### config.mk
export PLATFORM = sky130hd
export DESIGN_NAME = alarm_irq_bank
export DESIGN_NICKNAME = d
export VERILOG_FILES = /design/src/rtl/alarm_irq_pkg.sv /design/src/rtl/alarm_sync.sv /design/src/rtl/nopulse_mon.sv /design/src/rtl/alarm_channel.sv /design/src/rtl/alarm_irq_bank.sv
export SDC_FILE = /design/constraint.sdc
export NUM_CORES = 1
export LEC_CHECK = 0
export BUFFER_PORTS_ARGS = -buffer_cell sky130_fd_sc_hd__buf_2
export CELL_PAD_IN_SITES_DETAIL_PLACEMENT = 1
export CELL_PAD_IN_SITES_GLOBAL_PLACEMENT = 1
export CORE_UTILIZATION = 35
export CTS_BUF_LIST = sky130_fd_sc_hd__clkbuf_16
export DETAILED_ROUTE_END_ITERATION = 10
export GPL_TIMING_DRIVEN = 0
export PLACE_DENSITY_LB_ADDON = 0.1
export SLEW_MARGIN = 40
export SYNTH_ARGS = -nofsm -noshare
export SYNTH_HDL_FRONTEND = slang
export SYNTH_SLANG_ARGS = --single-unit
### constraint.sdc
create_clock -name clk -period 2.3 [get_ports clk]
set_clock_uncertainty 0.2 [all_clocks]
set_input_delay 0.345 -clock clk [delete_from_list [all_inputs] [get_ports clk]]
set_output_delay 0.345 -clock clk [all_outputs]
set_load 0.05 [all_outputs]
### src/rtl/alarm_irq_pkg.sv
// Shared constants for the alarm interrupt bank: source bit positions
// within the enable and status registers, and register offsets.
package alarm_irq_pkg;
    localparam int N_SRC    = 6;
    localparam int BIT_DRV  = 0;
    localparam int BIT_LOS  = 1;
    localparam int BIT_LOL  = 2;
    localparam int BIT_FIFO = 3;
    localparam int BIT_PERR = 4;
    localparam int BIT_PSAT = 5;
    localparam int OFS_ENABLE = 1;
    localparam int OFS_STATUS = 2;
    localparam int CH_STRIDE  = 16;
endpackage

### src/rtl/alarm_sync.sv
// Two-flop synchronizer for a vector of independent single-bit levels.
// Assumes each bit is a slow level; no bus coherency is implied.
module alarm_sync #(
    parameter int W = 1
) (
    input  logic         clk,
    input  logic         rst_n,
    input  logic [W-1:0] d,
    output logic [W-1:0] q
);
    logic [W-1:0] meta;

    // Two register stages toward the block clock domain.
    always_ff @(posedge clk) begin
        if (!rst_n) begin
            meta <= '0;
            q    <= '0;
        end else begin
            meta <= d;
            q    <= meta;
        end
    end
endmodule

### src/rtl/nopulse_mon.sv
// Driver output no-pulse monitor: asserts idle after LIMIT consecutive
// cycles without a pulse, and clears on the first pulse. Assumes the
// pulse input is already synchronized.
module nopulse_mon #(
    parameter int LIMIT = 128,
    localparam int CNT_W = $clog2(LIMIT + 1)
) (
    input  logic clk,
    input  logic rst_n,
    input  logic pulse,
    output logic idle
);
    logic [CNT_W-1:0] cnt;

    // Count pulse-free cycles, saturating at the limit.
    always_ff @(posedge clk) begin
        if (!rst_n)                    cnt <= '0;
        else if (pulse)                cnt <= '0;
        else if (cnt != CNT_W'(LIMIT)) cnt <= cnt + 1'b1;
    end

    assign idle = (cnt == CNT_W'(LIMIT));

    // a pulse always removes the idle condition on the next cycle
    a_r7_pulse_clears_idle: assert property (@(posedge clk) disable iff (!rst_n)
        pulse |=> !idle);
    // idle can only appear after a pulse-free cycle
    a_r7_idle_needs_quiet: assert property (@(posedge clk) disable iff (!rst_n)
        $rose(idle) |-> $past(!pulse));
endmodule

### src/rtl/alarm_channel.sv
// One channel of the alarm bank: synchronizes the alarm inputs, forms
// the six alarm conditions, detects every change, and holds the enable
// and clear-on-read status registers. Assumes fifo_fill and ja_en are
// already in the clk domain.
module alarm_channel
    import alarm_irq_pkg::*;
#(
    parameter int DEPTH = 32,
    parameter int NEAR  = 2,
    parameter int LIMIT = 128,
    localparam int FILL_W = $clog2(DEPTH + 1)
) (
    input  logic              clk,
    input  logic              rst_n,
    input  logic              drv_pulse,
    input  logic              rx_los,
    input  logic              lock_loss,
    input  logic              ja_en,
    input  logic [FILL_W-1:0] fill,
    input  logic              prbs_err,
    input  logic              prbs_sat,
    input  logic              wr_en,
    input  logic              rd_clr,
    input  logic [N_SRC-1:0]  wdata,
    output logic [N_SRC-1:0]  en_q,
    output logic [N_SRC-1:0]  stat_q,
    output logic              irq
);
    logic [4:0]       raw, syn;
    logic             idle, near_lim;
    logic [N_SRC-1:0] cond, cond_q, evt, irq_mask;

    assign raw = {prbs_sat, prbs_err, lock_loss, rx_los, drv_pulse};

    alarm_sync #(.W(5)) u_sync (
        .clk(clk), .rst_n(rst_n), .d(raw), .q(syn)
    );

    nopulse_mon #(.LIMIT(LIMIT)) u_nopulse (
        .clk(clk), .rst_n(rst_n), .pulse(syn[0]), .idle(idle)
    );

    // Near-limit comparison, forced clear while the attenuator is off.
    always_comb begin
        near_lim = ja_en && ((fill <= FILL_W'(NEAR)) ||
                             (fill >= FILL_W'(DEPTH - NEAR)));
    end

    // Assemble the conditions in register bit order.
    always_comb begin
        cond           = '0;
        cond[BIT_DRV]  = idle;
        cond[BIT_LOS]  = syn[1];
        cond[BIT_LOL]  = syn[2];
        cond[BIT_FIFO] = near_lim;
        cond[BIT_PERR] = syn[3];
        cond[BIT_PSAT] = syn[4];
    end

    // Previous condition, for change detection.
    always_ff @(posedge clk) begin
        if (!rst_n) cond_q <= '0;
        else        cond_q <= cond;
    end

    assign evt = cond ^ cond_q;

    // Status: a clearing read drops old bits, and new events always win.
    always_ff @(posedge clk) begin
        if (!rst_n) stat_q <= '0;
        else        stat_q <= (rd_clr ? '0 : stat_q) | evt;
    end

    // Enable register write.
    always_ff @(posedge clk) begin
        if (!rst_n)     en_q <= '0;
        else if (wr_en) en_q <= wdata;
    end

    // The near-limit bit may not interrupt while the attenuator is off.
    always_comb begin
        irq_mask           = '1;
        irq_mask[BIT_FIFO] = ja_en;
    end

    assign irq = |(stat_q & en_q & irq_mask);

    // every detected change is latched on the next edge
    a_r4_event_latched: assert property (@(posedge clk) disable iff (!rst_n)
        (|evt) |=> ((stat_q & $past(evt)) == $past(evt)));
    // after a clearing read only the coincident events remain
    a_r5_clear_on_read: assert property (@(posedge clk) disable iff (!rst_n)
        rd_clr |=> (stat_q == $past(evt)));
    // an enable write is stored as written
    a_r11_enable_write: assert property (@(posedge clk) disable iff (!rst_n)
        wr_en |=> (en_q == $past(wdata)));
    // no near-limit condition while the attenuator is off
    a_r9_fifo_suppressed: assert property (@(posedge clk) disable iff (!rst_n)
        !ja_en |-> !near_lim);
    // without an event or a read, the status holds
    a_r5_status_holds: assert property (@(posedge clk) disable iff (!rst_n)
        (!rd_clr && !(|evt)) |=> $stable(stat_q));
endmodule

### src/rtl/alarm_irq_bank.sv
// Top of the six-channel alarm interrupt bank. Decodes the byte-wide
// host bus into per-channel enable and status registers, registers the
// read data, and ORs the channel interrupts. Assumes single-cycle
// strobes and that bus_wr and bus_rd are not used together on one address.
module alarm_irq_bank
    import alarm_irq_pkg::*;
#(
    parameter int NUM_CH = 6,
    parameter int DEPTH  = 32,
    parameter int NEAR   = 2,
    parameter int LIMIT  = 128,
    localparam int FILL_W = $clog2(DEPTH + 1)
) (
    input  logic                     clk,
    input  logic                     rst_n,
    input  logic [7:0]               bus_addr,
    input  logic                     bus_wr,
    input  logic                     bus_rd,
    input  logic [7:0]               bus_wdata,
    output logic [7:0]               bus_rdata,
    output logic                     irq,
    input  logic [NUM_CH-1:0]        drv_pulse,
    input  logic [NUM_CH-1:0]        rx_los,
    input  logic [NUM_CH-1:0]        lock_loss,
    input  logic [NUM_CH-1:0]        ja_enable,
    input  logic [NUM_CH*FILL_W-1:0] fifo_fill,
    input  logic [NUM_CH-1:0]        prbs_err,
    input  logic [NUM_CH-1:0]        prbs_sat
);
    logic [N_SRC-1:0]  en_q   [NUM_CH];
    logic [N_SRC-1:0]  stat_q [NUM_CH];
    logic [NUM_CH-1:0] sel_en, sel_st, ch_irq;
    logic [7:0]        rd_mux;

    for (genvar c = 0; c < NUM_CH; c++) begin : g_ch
        // Address match for this channel's two registers.
        assign sel_en[c] = (bus_addr == 8'(c * CH_STRIDE + OFS_ENABLE));
        assign sel_st[c] = (bus_addr == 8'(c * CH_STRIDE + OFS_STATUS));

        alarm_channel #(.DEPTH(DEPTH), .NEAR(NEAR), .LIMIT(LIMIT)) u_chan (
            .clk       (clk),
            .rst_n     (rst_n),
            .drv_pulse (drv_pulse[c]),
            .rx_los    (rx_los[c]),
            .lock_loss (lock_loss[c]),
            .ja_en     (ja_enable[c]),
            .fill      (fifo_fill[c*FILL_W +: FILL_W]),
            .prbs_err  (prbs_err[c]),
            .prbs_sat  (prbs_sat[c]),
            .wr_en     (bus_wr && sel_en[c]),
            .rd_clr    (bus_rd && sel_st[c]),
            .wdata     (bus_wdata[N_SRC-1:0]),
            .en_q      (en_q[c]),
            .stat_q    (stat_q[c]),
            .irq       (ch_irq[c])
        );
    end

    // Read multiplexer; unmapped addresses and reserved bits return zero.
    always_comb begin
        rd_mux = '0;
        for (int c = 0; c < NUM_CH; c++) begin
            if (sel_en[c]) rd_mux = {2'b00, en_q[c]};
            if (sel_st[c]) rd_mux = {2'b00, stat_q[c]};
        end
    end

    // Registered read data, held until the next read.
    always_ff @(posedge clk) begin
        if (!rst_n)      bus_rdata <= '0;
        else if (bus_rd) bus_rdata <= rd_mux;
    end

    assign irq = |ch_irq;

    // reserved bits never read back as one
    a_r2_reserved_zero: assert property (@(posedge clk) disable iff (!rst_n)
        bus_rdata[7:6] == 2'b00);
    // read data only changes after a read strobe
    a_r1_rdata_held: assert property (@(posedge clk) disable iff (!rst_n)
        !bus_rd |=> $stable(bus_rdata));
    // no interrupt without some channel reporting one
    a_r12_irq_source: assert property (@(posedge clk) disable iff (!rst_n)
        irq |-> (ch_irq != '0));
endmodule

==> results of run 1 <==
-- synth_stat cells (all sizes together), types with 12 or more instances --
cell      n  area share, %
a21oi    59            3.3
inv      14           0.58
nor2    122            5.3
nand2    56            2.3
mux2i    29            3.2
xor2     55            5.4
buf      12           0.81
o21ai    33            1.8
ha       12            1.7
xnor2    23            2.2
and2     92            6.4
dfxtp   222             49
clkbuf   29            1.2
nand3    54            3.2
and3     12           0.84
-- cell type report --
| type | count | area, µm² | share of cell area, % |
|---|---|---|---|
| Sequential cell | 222 | 4444 | 39.70 |
| Multi-Input combinational cell | 687 | 4332 | 38.69 |
| Timing Repair Buffer | 135 | 887.1 | 7.924 |
| Clock buffer | 25 | 625.6 | 5.588 |
| Tap cell | 330 | 412.9 | 3.688 |
| Clock inverter | 20 | 259.0 | 2.313 |
| Buffer | 41 | 182.7 | 1.632 |
| Inverter | 14 | 52.55 | 0.4694 |
-- sequential cells by signal (all words and copies together) (netlist names) --
name                       cells
bus_rdata                      6
g_ch.u_chan.u_sync.q          30
g_ch.u_chan.cond_q            36
g_ch.u_chan.en_q              36
g_ch.u_chan.stat_q            36
g_ch.u_chan.u_nopulse.cnt     48
g_ch.u_chan.u_sync.meta       30
-- worst max path at each step --
stage	startpoint	end
6_report	g_ch[5].u_chan.en_q[4]	irq
3_5_place_dp	bus_addr[0]	bus_rdata[2]
3_3_place_gp	rst_n	g_ch[5].u_chan.cond_q[3]
4_1_cts	g_ch[2].u_chan.en_q[4]	irq
2_1_floorplan	g_ch[4].u_chan.stat_q[1]	irq
5_1_grt	g_ch[2].u_chan.en_q[4]	irq
-- logic make-up (layout without fill, tap and decap cells) --
logic type	Yosys count	count (layout)	synth area share, %
buffers and inverters	55	235	2.602
other	1	2	0.04171
AO/OA/AOI/OAI	167	167	12.03
multiplexers	29	29	3.229
XOR/XNOR	78	78	7.599
adder cells (fa/ha/maj)	12	12	1.670
AND/OR/NAND/NOR	399	399	23.40
flip-flops	222	222	49.44
-- critical path: cells and delay by family, from the launching register on --
family | cells | cell delay, ns
AND/OR/NAND/NOR | 2 | 0.68
buffers and inverters | 1 | 0.17
AO/OA/AOI/OAI | 2 | 0.49
flip-flops | 1 | 0.35
-- metrics by stage --
stage | total power [mW] | area (µm²) | TNS [ns]
floorplan | 4.472 | 8994 | 0
global placement | 4.723 | 9877 | -19.35
detailed placement | 4.738 | 9891 | -3.865
CTS | 9.091 | 11200 | -0.4790
global route | 9.322 | 11200 | -0.4853
finish | 8.954 | 11200 | -0.4721
-- routing by layer --
layer / vias up / share of wire (%) / routed length, µm / global-route usage [%]
met2: 208 / 46 / 11930 / 32.32
met3: 45 / 5.6 / 1444 / 3.141
met4: 0 / 2.6 / 673 / 6.175
met5: - / 0 / 0 / 0
li1: 3652 / - / - / -
met1: 3602 / 46 / 11900 / 26.69
-- power by group through the flow --
stage	combinational [mW]	clock, mW	sequential, mW
after floorplan	0.338	0	4.13
after global placement	0.551	0	4.17
after detailed placement	0.563	0	4.18
after global routing	0.684	4.53	4.10
after CTS	0.620	4.38	4.09
final	0.613	4.25	4.09
-- timing repair --
action,CTS,global route
resized for setup,3,0
pin swaps,2,1
hold buffers,41,0
hold endpoints to repair,47,0
setup endpoints to repair,1,1
==> metrics.txt, run 1 <==
switch share 22.75%; worst hold endpoint g_ch[5].u_chan.en_q[2]; Pleak 4.573 nW; Post-Layout Cell Count 1474; min-delay worst type in2reg; Reg clk slew, reported paths 0.06 ns; commonest non-fill, non-tap cells in the layout dfxtp_1, nor2_1, buf_2; I/O Pins 101; Fill cells 2921; Core Util, Final 44.46%; VDD IR max 462.2 µV; RSZ-0062 raised after global routing true; die width 162.3 µm; Synth async-reset ratio 0%; antenna cells 0; r2r startpoint g_ch[1].u_chan.u_nopulse.cnt[0]; Critical Path AT 2.23 ns; clock share of power 47.4%; detailed-placement wirelength estimate 19230 µm; reg2reg path depth 7; top_reg_cell synth dfxtp_1; Netlist cell types 61; first-pass GRT wire length 40580 µm; status finished, violations left; power per cell area 799.7 nW/µm²; nets 1230; Logic pwr share 6.8%; number of port buffers 94; largest net degree at the start of global routing 14; Setup CP Type reg2out; worst-path fanout max 3; CP Capture Type output port; CTS H-tree depth 1; sequential fraction of design power 45.7%; Placer Congestion 0.9192; Worst Tran Pin Value 0.7904 ns; Vias 7507; drt total wl 25950 µm; critical path, cell by cell a22o_1 > a31oi_1 > nand4_1 > or4_4 > buf_6; crit start category flop; DRT iter0 DRCs 423; worst min-delay path startpoint bus_wdata[2]; postcts setup bufs 0; Max Slew Vio Count 0; Seq/Total Area, Yosys 49.44%; Fin. Hold Viols 0; initial antenna violation count 0; layout cells sized above 1 15.03%; Hold Path Stages 3; Reg2Reg Setup Slack 0.35 ns; Worst path slowest cell or4_4; fin crit period 2.772 ns; Hold WS 0.006721 ns; total global routing overflow 0; Layout area overhead 24.54%; crit-path max cell delay 0.48 ns; Internal 6.917 mW; Placed Cells 1388; Max-Cap Viols 0; commonest non-fill, non-tap cell in the layout dfxtp_1; WL/cell 17.60 µm; Ys Warns 0; Initial Util 35.70%; Max Root-Sink Buffers 3; clock latency on the worst-skew pair 0.53 ns; EDFF count, synth 0; CTS tree done; failing checks negative setup slack; Mapped Area 8990 µm²; Global Route Usage Sum 19.81%; part of the cycle the worst path needs 120.5%; Syn Area/Cell 9.335 µm²; #FFs+latches synth 222; WP data required 1.75 ns; Initial DRT Pass Iterations 5; Antenna Nets Post-Route 0; Num CTS Buffers 25; vias in the first global route 7308; die height 162.3 µm; Row Count 58; Core Region 25180 µm²; residual DRC count 0; setup violators final 1; headroom to the max-slew limit 47.20%; Fmax 360.7 MHz; Root Buffer clkbuf_16; Final WS setup -0.4721 ns; Sw Pwr 2.037 mW; full die area 26330 µm²; Avg Vias per Cell 5.093; CTS Sinks 222; Post-Place Setup Slack -0.2312 ns; post-synthesis instance total 963; worst flop-to-flop path endpoint g_ch[1].u_chan.u_nopulse.cnt[6]
Note: power is estimated with default switching activity, not from simulation.
==> run 2, diff against run 1 <==
Settings changed: BUFFER_PORTS_ARGS -buffer_cell sky130_fd_sc_hd__buf_2 to default, DONT_BUFFER_PORTS from default to 1.
==> metrics.txt, run 2 (synthesis results as in run 1) <==
Layout area overhead 20.65%; area taken by multi-input logic gates 4379 µm²; Critical Path AT 2.08 ns; Worst Tran Pin Value 0.7659 ns; Logic pwr share 6.4%; Worst path slowest cell or4_4; Final WS setup -0.3225 ns; Internal 6.425 mW; CTS Sinks 222; number of port buffers 0; crit start category flop; setup violators final 1; Fmax 381.3 MHz; full die area 26330 µm²; Global Route Usage Sum 20.03%; clock latency on the worst-skew pair 0.53 ns; Fin. Hold Viols 0; Row Count 58; CTS H-tree depth 1; Reg clk slew, reported paths 0.06 ns; WP data required 1.75 ns; vias in the first global route 7176; Num CTS Buffers 25; Antenna Nets Post-Route 0; I/O Pins 101; residual DRC count 0; Sw Pwr 1.980 mW; Worst path top cell family by delay simple AND/OR/NAND/NOR gates; Vias 7135; power per cell area 774.8 nW/µm²; clock share of power 44.8%; Initial Util 35.70%; total global routing overflow 0; Max Slew Vio Count 0; status finished, violations left; VDD IR max 458.6 µV; RSZ-0062 raised after global routing true; layout cells sized above 1 8.692%; die height 162.3 µm; headroom to the max-slew limit 48.84%; fin crit period 2.622 ns; largest register by flop count g_ch.u_chan.u_nopulse.cnt; commonest non-fill, non-tap cells in the layout dfxtp_1, nor2_1, and2_1; Pwr Total 8.404 mW; switch share 23.55%; Max-Cap Viols 0; worst-path fanout max 2; Avg Vias per Cell 5.093; max FFs per register 48; CP Capture Type output port; commonest non-fill, non-tap cell in the layout dfxtp_1; DRT iter0 DRCs 465; crit-path max cell delay 0.58 ns; sequential fraction of design power 48.8%; Register Area 4453 µm²; part of the cycle the worst path needs 114.0%; min-delay worst type in2reg; Post-Layout Cell Count 1401; initial antenna violation count 1; CTS tree done; Placed Cells 1294; WL/cell 18.56 µm; nets 1155; Setup CP Type reg2out; Max Root-Sink Buffers 3; Fill cells 2913; largest net degree at the start of global routing 14; Placer Congestion 0.9201; failing checks negative setup slack; detailed-placement wirelength estimate 18860 µm; critical path, cell by cell a22o_4 > a31oi_4 > nand4_1 > or4_4; die width 162.3 µm; WP buf/inv 0; drt total wl 26000 µm; Core Region 25180 µm²; Initial DRT Pass Iterations 5; Pleak 4.233 nW; first-pass GRT wire length 40770 µm; Root Buffer clkbuf_16
==> run 2: changes by cell type in the layout (fill, tap and decap cells not counted), moves of 2 or more <==
cell           previous run  this run
buf_2                   100         7
a221oi_2                  0         2
dfxtp_1                 222       215
a31oi_1                   3         1
dlygate4sd3_1            41        53
buf_4                     3        10
bufinv_16                 6         2
dfxtp_2                   0         7
clkinv_1                  4        10
a221oi_1                 11         9
==> run 2: what timing repair did <==
action	CTS	global route
hold buffers	53	0
pin swaps	3	4
gates resized for setup	8	7
gates cloned	0	0
endpoints found under the hold margin	78	0
setup buffers	1	6
endpoints found under the setup margin	1	2
==> run 2: power by group through the flow <==
| stage | Clock, mW | Combinational (mW) | Sequential, mW |
|---|---|---|---|
| after floorplan | 0 | 0.338 | 4.13 |
| after global placement | 0 | 0.440 | 4.18 |
| after detailed placement | 0 | 0.451 | 4.18 |
| after CTS | 3.90 | 0.544 | 4.10 |
| after global routing | 4.06 | 0.607 | 4.11 |
| final | 3.77 | 0.537 | 4.10 |
==> run 2: final timing paths <==
kind | start | endpoint | cells after the start | slack [ns]
hold / removal | bus_rd | bus_rdata[3] | 3 | 0.03
hold reg to reg | g_ch[1].u_chan.u_sync.meta[2] | g_ch[1].u_chan.u_sync.q[2] | 1 | 0.23
setup reg to reg | g_ch[1].u_chan.u_nopulse.cnt[0] | g_ch[1].u_chan.stat_q[0] | 8 | 0.37
setup / recovery | g_ch[2].u_chan.en_q[4] | irq | 4 | -0.32
==> run 2: through the flow <==
stage	utilization, %	worst slack, ns	hold WS (ns)	setup TNS (ns)	instance area (µm²)
2_1_floorplan	-	0.2141	0.2119	0	8994
6_report	43.07	-0.3225	0.02786	-0.3225	10850
3_3_place_gp	37.35	-0.3050	0.2146	-19.01	9407
4_1_cts	42.80	-0.3752	0.01633	-0.3752	10780
5_1_grt	43.07	-0.3538	0.05210	-0.3538	10850
3_5_place_dp	37.41	-0.2712	0.2199	-3.905	9420
==> run 2: worst register-to-register path, stage by stage, from the launching register on <==
cell      delay [ns]
dfxtp_1         0.35
inv_1           0.10
ha_1            0.16
nor4b_1         0.22
and3_1          0.19
clkbuf_1        0.26
xor2_1          0.13
a21oi_1         0.13
nor2_1          0.05
==> run 2: metal layers <==
metal / track usage [%] / part of all wire, % / vias up
li1: - / - / 3500
met1: 26.66 / 46 / 3408
met2: 32.17 / 46 / 181
met3: 4.162 / 5.9 / 46
met4: 6.561 / 2.9 / 0
met5: 0 / 0 / -
==> run 2: area by class of cell <==
class | count | area share, %
sequential | 222 | 41.05
antenna | 1 | 0.02307
buffer | 41 | 1.684
timing repair buffer | 60 | 5.375
tap | 330 | 3.807
clock inverter | 21 | 1.430
multi-input combinational | 687 | 40.37
inverter | 14 | 0.4845
clock buffer | 25 | 5.768
==> run 3, diff against run 2 <==
Settings changed: CTS_CLUSTER_DIAMETER from default to 100, SYNTH_HIERARCHICAL from default to 1.
==> metrics.txt, run 3 <==
number of port buffers 0; Num CTS Buffers 27; #FFs+latches synth 222; clock latency on the worst-skew pair 0.53 ns; Layout area overhead 23.98%; residual DRC count 0; postcts setup bufs 0; DRT iter0 DRCs 407; detailed-placement wirelength estimate 17900 µm; top cell type's share of synthesized area 45.47%; die width 169.1 µm; total global routing overflow 0; Row Count 60; largest net degree at the start of global routing 87; Global Route Usage Sum 19.14%; Core Region 27180 µm²; WP data required 1.75 ns; Reg clk slew, reported paths 0.05 ns; Fmax 398.6 MHz; Initial DRT Pass Iterations 5; Critical Path AT 1.96 ns; worst flop-to-flop path endpoint g_ch[5].u_chan/stat_q[0]; status finished, violations left; Area after DPL 10250 µm²; Final WS setup -0.2091 ns; Fill cells 3020; top post-synthesis cells by area dfxtp_1, and2_1, mux2i_1; post-synthesis instance total 1000; post-synth top area cell dfxtp_1; worst-path fanout max 3; Placer Congestion 0.8949; Seq/Total Area, Yosys 45.47%; first-pass GRT wire length 43310 µm; commonest non-fill, non-tap cell in the layout dfxtp_1; Synth async-reset ratio 0%; crit start category flop; Antenna Nets Post-Route 0; worst min-delay path startpoint rst_n; largest register by flop count g_ch.u_chan/u_nopulse/cnt; Post-Place Setup Slack -0.4327 ns; Netlist cell types 66; Worst Tran Pin Value 0.6902 ns; setup violators final 1; worst hold endpoint g_ch[0].u_chan/u_nopulse/cnt[4]; headroom to the max-slew limit 53.78%; die height 169.1 µm; CP Capture Type output port; Initial Util 35.96%; top cells by count, synth dfxtp_1, and2_1, nand3_1; crit-path max cell delay 0.37 ns; layout cells sized above 1 11.15%; WL/cell 17.65 µm; EDFF count, synth 0; Hold WS 0.01408 ns; I/O Pins 101; Setup CP Type reg2out; nets 1222; Hold Path Stages 3; fin crit period 2.509 ns; vias in the first global route 8000; CTS tree done; VDD IR max 532.0 µV; Reg2Reg Setup Slack 0.44 ns; Worst path slowest cell a222oi_1; Max Slew Vio Count 0; Max-Cap Viols 0; Ys Warns 6; CTS Sinks 222; failing checks negative setup slack; RSZ-0062 raised after global routing true; Pleak 4.241 nW; part of the cycle the worst path needs 109.1%; Fin. Hold Viols 0; Syn Area/Cell 9.773 µm²; max FFs per register 48; power per cell area 744.5 nW/µm²; drt total wl 26700 µm; CTS H-tree depth 1; final cell area excluding filler cells 12120 µm²; r2r startpoint g_ch[5].u_chan/u_nopulse/cnt[0]; Pwr Total 9.021 mW; post-route setup TNS -0.2091 ns; Avg Vias per Cell 5.090; Mapped Area 9773 µm²; Root Buffer clkbuf_16; min-delay worst type in2reg; critical path, cell by cell a222oi_1 > nand3_1 > nor4_4 > nand2_4; top_reg_cell synth dfxtp_1; reg2reg path depth 6; count leader, synth dfxtp_1; commonest non-fill, non-tap cells in the layout dfxtp_1, and2_1, dlygate4sd3_1; Max Root-Sink Buffers 3; initial antenna violation count 2; Vias 7701; full die area 28590 µm²
[run 3: cell count changes in the layout (fill, tap and decap cells not counted), sizes merged, moves of 15 or more]
cell         delta
clkbuf         -20
xor2           -43
a21boi         +31
nor3           +20
mux2i          +15
dlygate4sd3    +34
nor2b          +40
a21oi          -15
nand2b         +34
nor2           -73
[run 3: critical path: cells and delay by family, from the launching register on]
family	cells	cell delay, ns
AND/OR/NAND/NOR	3	0.73
AO/OA/AOI/OAI	1	0.37
flip-flops	1	0.33
[run 3: report_power, final]
part / switching (mW) / internal, mW
sequential: 0.113 / 3.98
combinational: 0.339 / 0.353
clock: 1.65 / 2.58
[run 3: timing repair]
item,CTS,global route
endpoints found under the hold margin,143,1
hold buffers,87,2
resized for setup,4,9
setup endpoints to repair,1,8
pin swaps,4,1
[run 3: logic make-up after synthesis]
group / count (synthesis) / synth area share (%)
adder cells (fa/ha/maj): 12 / 1.536
multiplexers: 44 / 4.506
AO/OA/AOI/OAI: 186 / 14.04
XOR/XNOR: 48 / 4.302
AND/OR/NAND/NOR: 432 / 26.86
buffers and inverters: 55 / 3.239
flip-flops: 222 / 45.47
other: 1 / 0.03837
[run 3: worst max path at each step]
stage,from,end,slack [ns],cells past startpoint
final,g_ch[3].u_chan/stat_q[4],irq,-0.21,4
after global routing,g_ch[3].u_chan/stat_q[4],irq,-0.34,4
after CTS,g_ch[3].u_chan/stat_q[4],irq,-0.27,4
after detailed placement,bus_addr[4],g_ch[3].u_chan/stat_q[3],-0.43,8
after global placement,bus_addr[4],g_ch[3].u_chan/stat_q[3],-0.43,8
after floorplan,bus_addr[6],g_ch[1].u_chan/stat_q[3],0.26,7
[run 3: final cells by class]
| class | count | area [µm²] | area share [%] |
|---|---|---|---|
| sequential | 222 | 4447 | 36.70 |
| clock buffer | 27 | 675.6 | 5.576 |
| antenna | 2 | 5.005 | 0.04131 |
| timing repair buffer | 88 | 898.4 | 7.414 |
| tap | 372 | 465.4 | 3.841 |
| inverter | 16 | 60.06 | 0.4957 |
| clock inverter | 23 | 215.2 | 1.776 |
| multi-input combinational | 724 | 5094 | 42.04 |
| buffer | 39 | 256.5 | 2.117 |
[run 3: routing by layer]
| layer | routed length [µm] | GRT usage (%) | vias up |
|---|---|---|---|
| met2 | 12260 | 31.71 | 144 |
| met4 | 714 | 5.797 | 0 |
| li1 | - | - | 3794 |
| met1 | 12680 | 25.64 | 3715 |
| met5 | 0 | 0 | - |
| met3 | 1047 | 2.899 | 48 |
[run 3: through the flow]
| step | util [%] | cells |
|---|---|---|
| after floorplan | - | 1001 |
| after global placement | 37.69 | 1373 |
| after detailed placement | 37.71 | 1373 |
| after CTS | 44.30 | 1510 |
| after global routing | 44.58 | 1512 |
| final | 44.59 | 1513 |
